[config.mk]
export PLATFORM = sky130hd
export DESIGN_NAME = irq_entry_seq
export DESIGN_NICKNAME = d
export VERILOG_FILES = /design/src/rtl/irq_entry_seq.sv
export SDC_FILE = /design/constraint.sdc
export NUM_CORES = 1
export LEC_CHECK = 0
export BUFFER_PORTS_ARGS = -buffer_cell sky130_fd_sc_hd__clkbuf_2
export CORE_MARGIN = 8
export CORE_UTILIZATION = 50
export CTS_BUF_LIST = sky130_fd_sc_hd__clkbuf_8
export DETAILED_ROUTE_END_ITERATION = 7
export PLACE_DENSITY = 0.84
export RECOVER_POWER = 50
export SLEW_MARGIN = 5
export SYNTH_ARGS = -nofsm -noshare
export SYNTH_HDL_FRONTEND = slang
export SYNTH_SLANG_ARGS = --single-unit
[constraint.sdc]
create_clock -name clk -period 2.4 [get_ports clk]
set_clock_uncertainty 0.2 [all_clocks]
set_input_delay 0.12 -clock clk [delete_from_list [all_inputs] [get_ports clk]]
set_output_delay 0.12 -clock clk [all_outputs]
set_load 0.005 [all_outputs]
[src/rtl/irq_entry_seq.sv]
module irq_entry_seq #(
  parameter int NUM_SRC  = 8,
  parameter int PC_BYTES = 3,
  parameter int LONG_VEC = 1,
  parameter int VEC_BASE = 0,
  parameter int SP_W     = 16,
  localparam int PCW = 8 * PC_BYTES,
  localparam int VW  = $clog2(NUM_SRC + 1)
) (
  input  logic               clk,
  input  logic               rst_n,
  input  logic               gie_i,
  input  logic               rst_req_i,
  input  logic [NUM_SRC-1:0] src_set_i,
  input  logic [PCW-1:0]     pc_i,
  input  logic [SP_W-1:0]    sp_i,
  output logic [NUM_SRC-1:0] pend_o,
  output logic               busy_o,
  output logic               mem_we_o,
  output logic [SP_W-1:0]    mem_addr_o,
  output logic [7:0]         mem_wdata_o,
  output logic               done_o,
  output logic [VW-1:0]      vec_o,
  output logic [PCW-1:0]     pc_new_o,
  output logic [SP_W-1:0]    sp_new_o
);
  localparam int SLOT = (LONG_VEC != 0) ? 2 : 1;

  typedef enum logic [1:0] {S_IDLE, S_PUSH, S_DONE} st_t;

  st_t                st_q;
  logic [1:0]         cnt_q;
  logic [SP_W-1:0]    sp_q;
  logic [PCW-1:0]     pc_q;
  logic [VW-1:0]      vec_q;
  logic [NUM_SRC-1:0] pend_q;

  logic [VW-1:0]      win_idx;
  logic               any_pend;
  logic               accept;
  logic [NUM_SRC-1:0] clr_mask;

  always_comb begin
    win_idx = '0;
    for (int i = NUM_SRC - 1; i >= 0; i--)
      if (pend_q[i]) win_idx = VW'(i);
  end

  assign any_pend = |pend_q;
  assign accept   = (st_q == S_IDLE) && gie_i && (rst_req_i || any_pend);
  assign clr_mask = (accept && !rst_req_i) ? (NUM_SRC'(1) << win_idx) : '0;

  always_ff @(posedge clk or negedge rst_n) begin
    if (!rst_n) begin
      st_q   <= S_IDLE;
      cnt_q  <= '0;
      sp_q   <= '0;
      pc_q   <= '0;
      vec_q  <= '0;
      pend_q <= '0;
    end else begin
      pend_q <= (pend_q & ~clr_mask) | src_set_i;
      case (st_q)
        S_IDLE: if (accept) begin
          st_q  <= S_PUSH;
          cnt_q <= '0;
          sp_q  <= sp_i;
          pc_q  <= pc_i;
          vec_q <= rst_req_i ? '0 : VW'(win_idx + 1'b1);
        end
        S_PUSH: begin
          sp_q  <= sp_q - 1'b1;
          cnt_q <= cnt_q + 1'b1;
          if (cnt_q == 2'(PC_BYTES - 1)) st_q <= S_DONE;
        end
        default: st_q <= S_IDLE;
      endcase
    end
  end

  assign pend_o      = pend_q;
  assign busy_o      = (st_q != S_IDLE);
  assign mem_we_o    = (st_q == S_PUSH);
  assign mem_addr_o  = sp_q;
  assign mem_wdata_o = 8'(pc_q >> {cnt_q, 3'b000});
  assign done_o      = (st_q == S_DONE);
  assign vec_o       = vec_q;
  assign pc_new_o    = PCW'(VEC_BASE + int'(vec_q) * SLOT);
  assign sp_new_o    = sp_q;
endmodule


==> out/qor.csv, run 1 <==
stage;metric;value;unit
clock_network;cts.sinks;56;
logic_synthesis;synth_area_leader_cell;dfrtp_1;
global_route;antenna_found_initial;0;
layout;areaGrowthSynthToFinish;33.3;%
critical_path;worstSetupStartpointType;register;
critical_path;cp.arrival;2.27;ns
timing;worst_pin_slew;1.61;ns
drt;vias_per_cell;5.05;
clock_network;tritoncts;built;
power_and_ir_drop;peakVddDrop;0.677;mV
drt;drc;0;
power_and_ir_drop;power.density;1020;nW/um2
floorplanning;die_h;95.5;um
clock_network;htreeDepth;2;
logic_synthesis;yosys.area.top_type_share;44.4;%
drt;highest_layer;met4;
drt;routed_wl;8.76;mm
clock_network;cts_root_buffer;clkbuf_8;
logic_synthesis;syn-cell-area;3160;um2
placed_design;dp_hpwl;6.23;mm
drt;dr.pass1.iters;4;
placed_design;pre_cts_slack;0.128;ns
critical_path;path_class;reg2reg;
clock_network;holdBufCountCts;51;
timing;finalCriticalPeriod;2.27;ns
global_route;grt_usage;19.5;%
clock_network;cts_buffer_depth;2;
logic_synthesis;synth_edf_count;0;
placed_design;placed_area;3640;um2
critical_path;cp_data_required_time;2.39;ns
clock_network;path_clk_slew;0.11;ns
job;cap_violations;1;
clock_network;cts.repair.resized;0;
layout;final_core_util;67.5;%
logic_synthesis;yosysSeqAreaShare;44.4;%
clock_network;cts_inserted_buffers;5;
global_route;grt_pass1_vias;3071;
power_and_ir_drop;leakage;2.05;nW
run_status;outcome;complete, but fails checks;
timing;slew_viol_final;30;
floorplanning;core_area;6240;um2
timing;rsz0062_at_grt;no;
drt;met1Wirelength;3.38;mm
timing;setup_viol;0;
floorplanning;dieWidth;95.5;um
worst_hold_path;hold_path.class;in2reg;
layout;instances_no_fill;587;
floorplanning;ios;131;
global_route;grt.overflow.total;0;
floorplanning;initial_core_util;50.6;%
layout;antenna_cells;0;
timing;max_freq;440;MHz
layout;drive_gt1_share;23.1;%
drt;met2_length;4.55;mm
layout;final_cell_mix;nand2_1, clkbuf_2, dfrtp_1;
layout;finalInstanceArea;4210;um2
logic_synthesis;yosys-top-cells-area;dfrtp_1, nand2_1, buf_4;
logic_synthesis;ys_ff_latch;56;
logic_synthesis;synth_cells;363;
critical_path;cp-end-kind;register;
timing;finalWorstSetupSlack;0.129;ns
timing;fin_crit_sh;94.6;%
layout;fin_nets;567;
placed_design;portBuffers;110;
floorplanning;die_area;9120;um2
logic_synthesis;synth.distinct_cells;56;
drt;wire_per_inst;14.9;um
logic_synthesis;ys_warn_count;0;
timing;slew_headroom;-7.51;%
logic_synthesis;ys_async_sr_fraction;100;%
drt;vias;2966;
clock_network;clkLatencyLatePin;0.31;ns
timing;hold_viol_final;0;
logic_synthesis;ys.flop_type;dfrtp_1;
clock_network;cts_setup_buffers;0;
logic_synthesis;syn_area_per_cell;8.70;um2
placed_design;place.gp.congestion;0.896;
drt;drt_iter0_drc;179;
timing;setup-tns-final;0;ns
global_route;grt_pass1_wl;14.3;mm
critical_path;cp_max_fo;5;
run_status;violations;capacitance limit, slew limit;
placed_design;dp_cells;528;
floorplanning;fp-row-count;29;
drt;ant_nets;0;
global_route;grt_max_degree;31;
layout;layout_commonest_cell;nand2_1;
drt;wl_met3;718;um
[registers in the layout, summed over array words and instances, names as in the netlist]
signal      flops
cnt_q           2
pend_o          8
st_q            2
mem_addr_o     16
pc_q           24
vec_o           4
[critical path: stages, from the launching register on]
cell and delay (ns):
dfrtp_1 0.45, or3_4 0.42, or4b_4 0.53, or4_1 0.41, nand3_1 0.09, nand3_1 0.07
[layer usage]
metal | vias up | track usage (%)
met2 | 114 | 35.2
met5 | - | 0
li1 | 1446 | -
met3 | 10 | 3.62
met4 | 0 | 6.15
met1 | 1396 | 22.7
[cells by family (layout without fill, tap and decap cells)]
kind of cell,after synthesis,in the layout,synth area share (%)
xor+xnor,4,4,1.11
compound gates,53,53,11.8
flops,56,56,44.4
buf+inv,65,193,12.5
simple gates,168,168,24.5
mux,10,10,3.25
other cells,1,20,0.119
fa+ha+maj,6,6,2.38
[cell usage after synthesis (2+ instances only)]
library cell / instances
o31ai_1: 4
o211ai_1: 2
a221o_1: 2
a21o_1: 6
ha_1: 6
mux2i_1: 8
nor2b_1: 3
nand2b_1: 4
nand4_1: 3
nand3_1: 9
nand2_1: 98
o22ai_1: 3
inv_1: 10
or4_1: 2
a211oi_1: 2
nor2_1: 23
mux2_1: 2
o21ai_0: 8
a21oi_1: 4
buf_4: 40
clkbuf_1: 12
nor4_2: 3
o21bai_1: 2
nor3_1: 11
xor2_1: 3
o21ai_1: 7
dfrtp_1: 56
or2_2: 2
[power by group]
group / switching [mW] / internal [mW]
Combinational: 1.10 / 0.894
Sequential: 0.404 / 1.32
Clock: 0.338 / 0.221
Total: 1.84 / 2.44
[through the flow]
stage | total power [mW] | hold WS (ns)
after floorplan | 3.02 | -0.376
after global placement | 3.62 | 0.0157
after detailed placement | 3.70 | 0.0259
after CTS | 4.35 | 0.0819
after global routing | 4.66 | 0.159
final | 4.28 | 0.0933
[final cells by class]
cell class / instances / area (um2)
Clock buffer: 5 / 68.8
Clock inverter: 3 / 28.8
Fill cell: 520 / 2030
Inverter: 11 / 41.3
Multi-Input combinational cell: 261 / 1440
Sequential cell: 56 / 1400
Tap cell: 77 / 96.3
Timing Repair Buffer: 174 / 1130
[path summary, 6_finish.rpt]
path / from / endpoint / slack, ns / cells after the start
setup / recovery: mem_addr_o[5]$_DFFE_PN0P_ / mem_addr_o[11]$_DFFE_PN0P_ / 0.13 / 5
hold / removal: gie_i / mem_addr_o[6]$_DFFE_PN0P_ / 0.09 / 5
setup reg to reg: mem_addr_o[5]$_DFFE_PN0P_ / mem_addr_o[11]$_DFFE_PN0P_ / 0.13 / 5
hold reg to reg: pc_q[13]$_DFFE_PN0P_ / pc_q[13]$_DFFE_PN0P_ / 0.29 / 2
max in group asynchronous: rst_n / pend_o[1]$_DFF_PN0_ / 0.50 / 2
min in group asynchronous: rst_n / pc_q[17]$_DFFE_PN0P_ / 0.55 / 2
No activity file was read; power rests on OpenSTA's default activity.
==> run 2, diff against run 1 <==
==> constraint.sdc (replaced) <==
create_clock -name clk -period 2.6 [get_ports clk]
set_clock_uncertainty 0.2 [all_clocks]
set_input_delay 0.13 -clock clk [delete_from_list [all_inputs] [get_ports clk]]
set_output_delay 0.13 -clock clk [all_outputs]
set_load 0.005 [all_outputs]
==> out/qor.csv, run 2 (synthesized netlist as in run 1, its figures left out) <==
stage;metric;value;unit;change
job;cap_violations;0;;-1
timing;slew_viol_final;0;;-100%
timing;setup_viol;0;;unchanged
critical_path;cp_max_fo;7;;+2
timing;setup-tns-final;0;ns;unchanged
drt;drt_iter0_drc;136;;-24%
global_route;grt_usage;20.0;%;+0.58 points
clock_network;htreeDepth;2;;unchanged
placed_design;portBuffers;110;;unchanged
layout;final_core_util;67.1;%;-0.44 points
clock_network;cts_buffer_depth;2;;unchanged
layout;largest_register;pc_q;;
timing;fin_crit_sh;88.4;%;-6.2 points
global_route;grt_max_degree;38;;+23%
floorplanning;dieWidth;95.5;um;unchanged
timing;worst_pin_slew;0.899;ns;-0.713 ns
timing;finalCriticalPeriod;2.30;ns;+0.0270 ns
layout;ff_latch_area;1400;um2;unchanged
run_status;outcome;complete, no violations;;
clock_network;cts_root_buffer;clkbuf_8;;
placed_design;dp_hpwl;6.25;mm;+0.39%
layout;fin_nets;563;;-0.71%
clock_network;path_clk_slew;0.11;ns;about the same
critical_path;path_class;reg2reg;;
drt;wire_per_inst;15.5;um;+3.8%
timing;hold_viol_final;0;;unchanged
timing;rsz0062_at_grt;no;;
clock_network;cts.sinks;56;;unchanged
layout;final_cell_mix;nand2_1, clkbuf_2, dfrtp_1;;
layout;largest_register_ffs;24;;unchanged
critical_path;cp.arrival;2.30;ns;+0.03 ns
floorplanning;die_h;95.5;um;unchanged
drt;drc;0;;unchanged
layout;drive_gt1_share;22.1;%;-1.0 points
timing;max_freq;435;MHz;-1.2%
floorplanning;fp-row-count;29;;unchanged
placed_design;place.gp.congestion;0.872;;-2.7%
worst_hold_path;hold_path.class;in2reg;;
layout;fill_cells;533;;+2.5%
clock_network;cts_setup_buffers;0;;unchanged
power_and_ir_drop;leakage;2.02;nW;-1.2%
global_route;grt_pass1_wl;14.6;mm;+2.0%
clock_network;cts_inserted_buffers;5;;unchanged
floorplanning;core_area;6240;um2;unchanged
global_route;antenna_found_initial;0;;unchanged
timing;slew_headroom;40.0;%;+48 points
power_and_ir_drop;power.density;945;nW/um2;-6.9%
placed_design;pre_cts_slack;0.307;ns;+0.178 ns
floorplanning;die_area;9120;um2;unchanged
global_route;grt_pass1_vias;3121;;+1.6%
layout;layout_commonest_cell;nand2_1;;
floorplanning;ios;131;;unchanged
drt;dr.pass1.iters;6;;+2
drt;ant_nets;0;;unchanged
power_and_ir_drop;peakVddDrop;0.589;mV;-13%
drt;routed_wl;9.03;mm;+3.0%
drt;vias;3026;;+2.0%
clock_network;tritoncts;built;;
clock_network;clkLatencyLatePin;0.31;ns;about the same
global_route;grt.overflow.total;0;;unchanged
timing;finalWorstSetupSlack;0.302;ns;+0.173 ns
floorplanning;initial_core_util;50.6;%;unchanged
drt;vias_per_cell;5.19;;+2.7%
layout;multiInputGateArea;1440;um2;unchanged
critical_path;cp-end-kind;register;;
critical_path;cp_data_required_time;2.60;ns;+0.21 ns
critical_path;worstSetupStartpointType;register;;
layout;areaGrowthSynthToFinish;32.5;%;
layout;antenna_cells;0;;unchanged
timing;hold_ws;0.100;ns;+0.00692 ns
## run 2: changes by cell type in the layout (fill, tap and decap cells not counted)
| cell | previous run | this run |
|---|---|---|
| clkbuf_2 | 86 | 82 |
| buf_4 | 10 | 8 |
| buf_1 | 0 | 1 |
| clkbuf_1 | 26 | 27 |
## run 2: metal layers
layer | up-vias | track usage, % | share of wire [%] | wire [um]
met5 | - | 0 | 0 | 0
li1 | 1440 | - | - | -
met3 | 16 | 3.78 | 7.2 | 647
met2 | 125 | 35.7 | 52 | 4700
met1 | 1445 | 23.7 | 39 | 3520
met4 | 0 | 6.53 | 1.8 | 165
## run 2: worst max-delay path: stages, from the launching register on
cell and delay [ns]:
dfrtp_1 0.44, nor4_2 0.55, a31oi_4 0.16, nor2_1 0.46, nor2_1 0.13, o221a_1 0.25
## run 2: what timing repair did
action	4_1_cts	5_1_grt
hold buffers	51	0
resized for setup	0	0
hold endpoints to repair	85	0
## run 2: final timing paths
kind	start	to	slack, ns	depth (start not counted)
setup / recovery	pend_o[4]$_DFF_PN0_	mem_addr_o[2]$_DFFE_PN0P_	0.30	5
max in group asynchronous	rst_n	mem_addr_o[6]$_DFFE_PN0P_	1.20	3
min in group asynchronous	rst_n	mem_addr_o[1]$_DFFE_PN0P_	0.27	2
hold reg to reg	pc_q[11]$_DFFE_PN0P_	pc_q[11]$_DFFE_PN0P_	0.29	2
setup reg to reg	pend_o[4]$_DFF_PN0_	mem_addr_o[2]$_DFFE_PN0P_	0.30	5
hold / removal	gie_i	mem_addr_o[12]$_DFFE_PN0P_	0.10	6
## run 2: area by class of cell
class	count	share of cell area [%]
Timing Repair Buffer	170	26.4
Clock buffer	5	1.64
Sequential cell	56	33.5
Inverter	11	0.987
Multi-Input combinational cell	261	34.5
Tap cell	77	2.30
Clock inverter	3	0.688
## run 2: metrics by stage
stage | std cells | power [mW] | area, um2
final | 583 | 3.95 | 4190
after global routing | 583 | 4.29 | 4190
after CTS | 583 | 4.00 | 4220
after detailed placement | 524 | 3.40 | 3610
after global placement | 524 | 3.32 | 3610
after floorplan | 382 | 2.79 | 3230
## run 2: report_power, final
| group | switching [mW] | internal (mW) | leakage [nW] |
|---|---|---|---|
| logic | 0.990 | 0.818 | 1.31 |
| registers | 0.410 | 1.22 | 0.660 |
| clock network | 0.313 | 0.204 | 0.0511 |
| total | 1.71 | 2.24 | 2.02 |
==> run 3, diff against run 2 <==
--- a/config.mk
+++ b/config.mk
@@ -6,12 +6,15 @@
 export NUM_CORES = 1
 export LEC_CHECK = 0
 export BUFFER_PORTS_ARGS = -buffer_cell sky130_fd_sc_hd__clkbuf_2
+export CELL_PAD_IN_SITES_DETAIL_PLACEMENT = 1
+export CELL_PAD_IN_SITES_GLOBAL_PLACEMENT = 1
 export CORE_MARGIN = 8
-export CORE_UTILIZATION = 50
+export CORE_UTILIZATION = 36
 export CTS_BUF_LIST = sky130_fd_sc_hd__clkbuf_8
 export DETAILED_ROUTE_END_ITERATION = 7
 export PLACE_DENSITY = 0.84
 export RECOVER_POWER = 50
+export SKIP_CTS_REPAIR_TIMING = 1
 export SLEW_MARGIN = 5
 export SYNTH_ARGS = -nofsm -noshare
 export SYNTH_HDL_FRONTEND = slang
==> out/qor.csv, run 3 (synthesized netlist as in run 1, its figures left out) <==
stage;metric;value;unit;change
global_route;antenna_found_initial;0;;unchanged
drt;dr.pass1.iters;4;;-2
drt;vias_per_cell;4.84;;-6.8%
timing;setup_viol;0;;unchanged
layout;final_cell_mix;nand2_1, clkbuf_2, dfrtp_1;;
drt;drt_iter0_drc;39;;-71%
power_and_ir_drop;power.density;943;nW/um2;-0.16%
drt;drc;0;;unchanged
run_status;violations;capacitance limit, slew limit;;
floorplanning;fp-row-count;34;;+17%
clock_network;tritoncts;built;;
floorplanning;dieWidth;110;um;+15%
global_route;grt_pass1_wl;14.5;mm;-0.38%
power_and_ir_drop;p_clk_share;12.6;%;-0.5 points
critical_path;cp_data_required_time;2.59;ns;about the same
drt;wire_per_inst;16.1;um;+4.0%
worst_hold_path;hold_path.class;in2reg;;
floorplanning;die_area;12000;um2;+32%
power_and_ir_drop;power.share.switching;43.5;%;+0.16 points
layout;largest_register_ffs;24;;unchanged
layout;multiInputGateArea;1440;um2;unchanged
layout;layout_commonest_cell;nand2_1;;
timing;fin_crit_sh;87.7;%;-0.65 points
clock_network;cts_buffer_depth;2;;unchanged
layout;largest_register;pc_q;;
timing;finalCriticalPeriod;2.28;ns;-0.0170 ns
clock_network;path_clk_slew;0.10;ns;about the same
power_and_ir_drop;seqPwrFrac;40.9;%;-0.3 points
drt;vias;2969;;-1.9%
power_and_ir_drop;p_switching;1.73;mW;+1.2%
layout;fill_cells;1048;;+97%
clock_network;cts_root_buffer;clkbuf_8;;
layout;final_core_util;48.9;%;-18 points
floorplanning;die_h;110;um;+15%
clock_network;cts_inserted_buffers;5;;unchanged
run_status;outcome;complete, but fails checks;;
power_and_ir_drop;peakVddDrop;0.322;mV;-45%
placed_design;dp_cells;556;;+6.1%
layout;fin_nets;563;;unchanged
drt;ant_nets;0;;unchanged
timing;hold_viol_final;0;;unchanged
floorplanning;ios;131;;unchanged
timing;setup-tns-final;0;ns;unchanged
layout;instances_no_fill;614;;+5.3%
drt;routed_wl;9.89;mm;+9.5%
layout;antenna_cells;0;;unchanged
floorplanning;initial_core_util;36.6;%;-14 points
worst_hold_path;min-delay-start;gie_i;;
floorplanning;core_area;8640;um2;+38%
timing;slew_headroom;-4.31;%;-44 points
clock_network;clkLatencyLatePin;0.30;ns;about the same
critical_path;cp_max_fo;7;;unchanged
global_route;grt_usage;15.1;%;-4.9 points
layout;ff_latch_area;1400;um2;unchanged
critical_path;critPathLaunch;mem_addr_o[4]$_DFFE_PN0P_;;
critical_path;worstSetupStartpointType;register;;
global_route;grt_pass1_vias;2928;;-6.2%
timing;slew_viol_final;26;;+26
critical_path;path_class;reg2reg;;
power_and_ir_drop;combPwrFrac;46.5;%;+0.8 points
power_and_ir_drop;p_total;3.99;mW;+0.79%
clock_network;cts.sinks;56;;unchanged
critical_path;crit-reg2reg-launch;mem_addr_o[4]$_DFFE_PN0P_;;
placed_design;portBuffers;110;;unchanged
job;cap_violations;1;;+1
timing;max_freq;438;MHz;+0.75%
timing;worst_pin_slew;1.56;ns;+0.665 ns
placed_design;dp_hpwl;7.23;mm;+16%
power_and_ir_drop;intPower;2.25;mW;+0.50%
clock_network;htreeDepth;2;;unchanged
layout;drive_gt1_share;23.1;%;+0.99 points
placed_design;place.gp.congestion;0.814;;-6.6%
global_route;grt.overflow.total;0;;unchanged
critical_path;cp.arrival;2.27;ns;-0.03 ns
critical_path;cp-end-kind;register;;
layout;areaGrowthSynthToFinish;33.7;%;
global_route;grt_max_degree;32;;-16%
power_and_ir_drop;leakage;2.03;nW;+0.48%
timing;rsz0062_at_grt;no;;
run 3: layout make-up:
cell class | count | share of cell area (%)
multi-input cells | 261 | 34.1
flip-flops and latches | 56 | 33.2
repair buffers | 170 | 26.2
well taps | 108 | 3.20
clock buffers | 5 | 1.63
inverters | 11 | 0.977
clock inverters | 3 | 0.651
run 3: worst max-delay path: stages, from the launching register on:
cell	delay (ns)
dfrtp_1	0.47
or3_4	0.41
or4b_4	0.53
or4_1	0.41
nand3_1	0.09
nand3_1	0.06
run 3: stage by stage:
stage          setup slack, ns  cell area [um2]  hold slack (ns)
2_1_floorplan            0.413             3230           -0.366
3_3_place_gp             0.372             3660           0.0108
3_5_place_dp             0.338             3660           0.0173
4_1_cts                  0.313             3750           -0.328
5_1_grt                  0.203             4230            0.155
6_report                 0.319             4230            0.127
run 3: power by group through the flow:
| stage | logic, mW | clock network, mW | registers [mW] |
|---|---|---|---|
| after global placement | 1.76 | 0 | 1.61 |
| after floorplan | 1.27 | 0 | 1.51 |
| after detailed placement | 1.83 | 0 | 1.65 |
| after global routing | 2.09 | 0.548 | 1.69 |
| final | 1.85 | 0.502 | 1.63 |
| after CTS | 1.84 | 0.531 | 1.63 |
run 3: worst paths after layout:
path	endpoint	slack, ns	cells after the start
min	mem_addr_o[12]$_DFFE_PN0P_	0.13	6
max reg2reg	mem_addr_o[11]$_DFFE_PN0P_	0.32	5
max in group asynchronous	pend_o[0]$_DFF_PN0_	0.76	2
min reg2reg	pc_q[2]$_DFFE_PN0P_	0.29	2
max	mem_addr_o[11]$_DFFE_PN0P_	0.32	5
min in group asynchronous	mem_addr_o[13]$_DFFE_PN0P_	0.54	2
run 3: layer usage:
layer	track usage [%]	vias up	routed length [um]
li1	-	1438	-
met1	18.4	1422	4050
met2	27.3	97	5080
met3	2.34	12	589
met4	3.47	0	162
met5	0	-	0
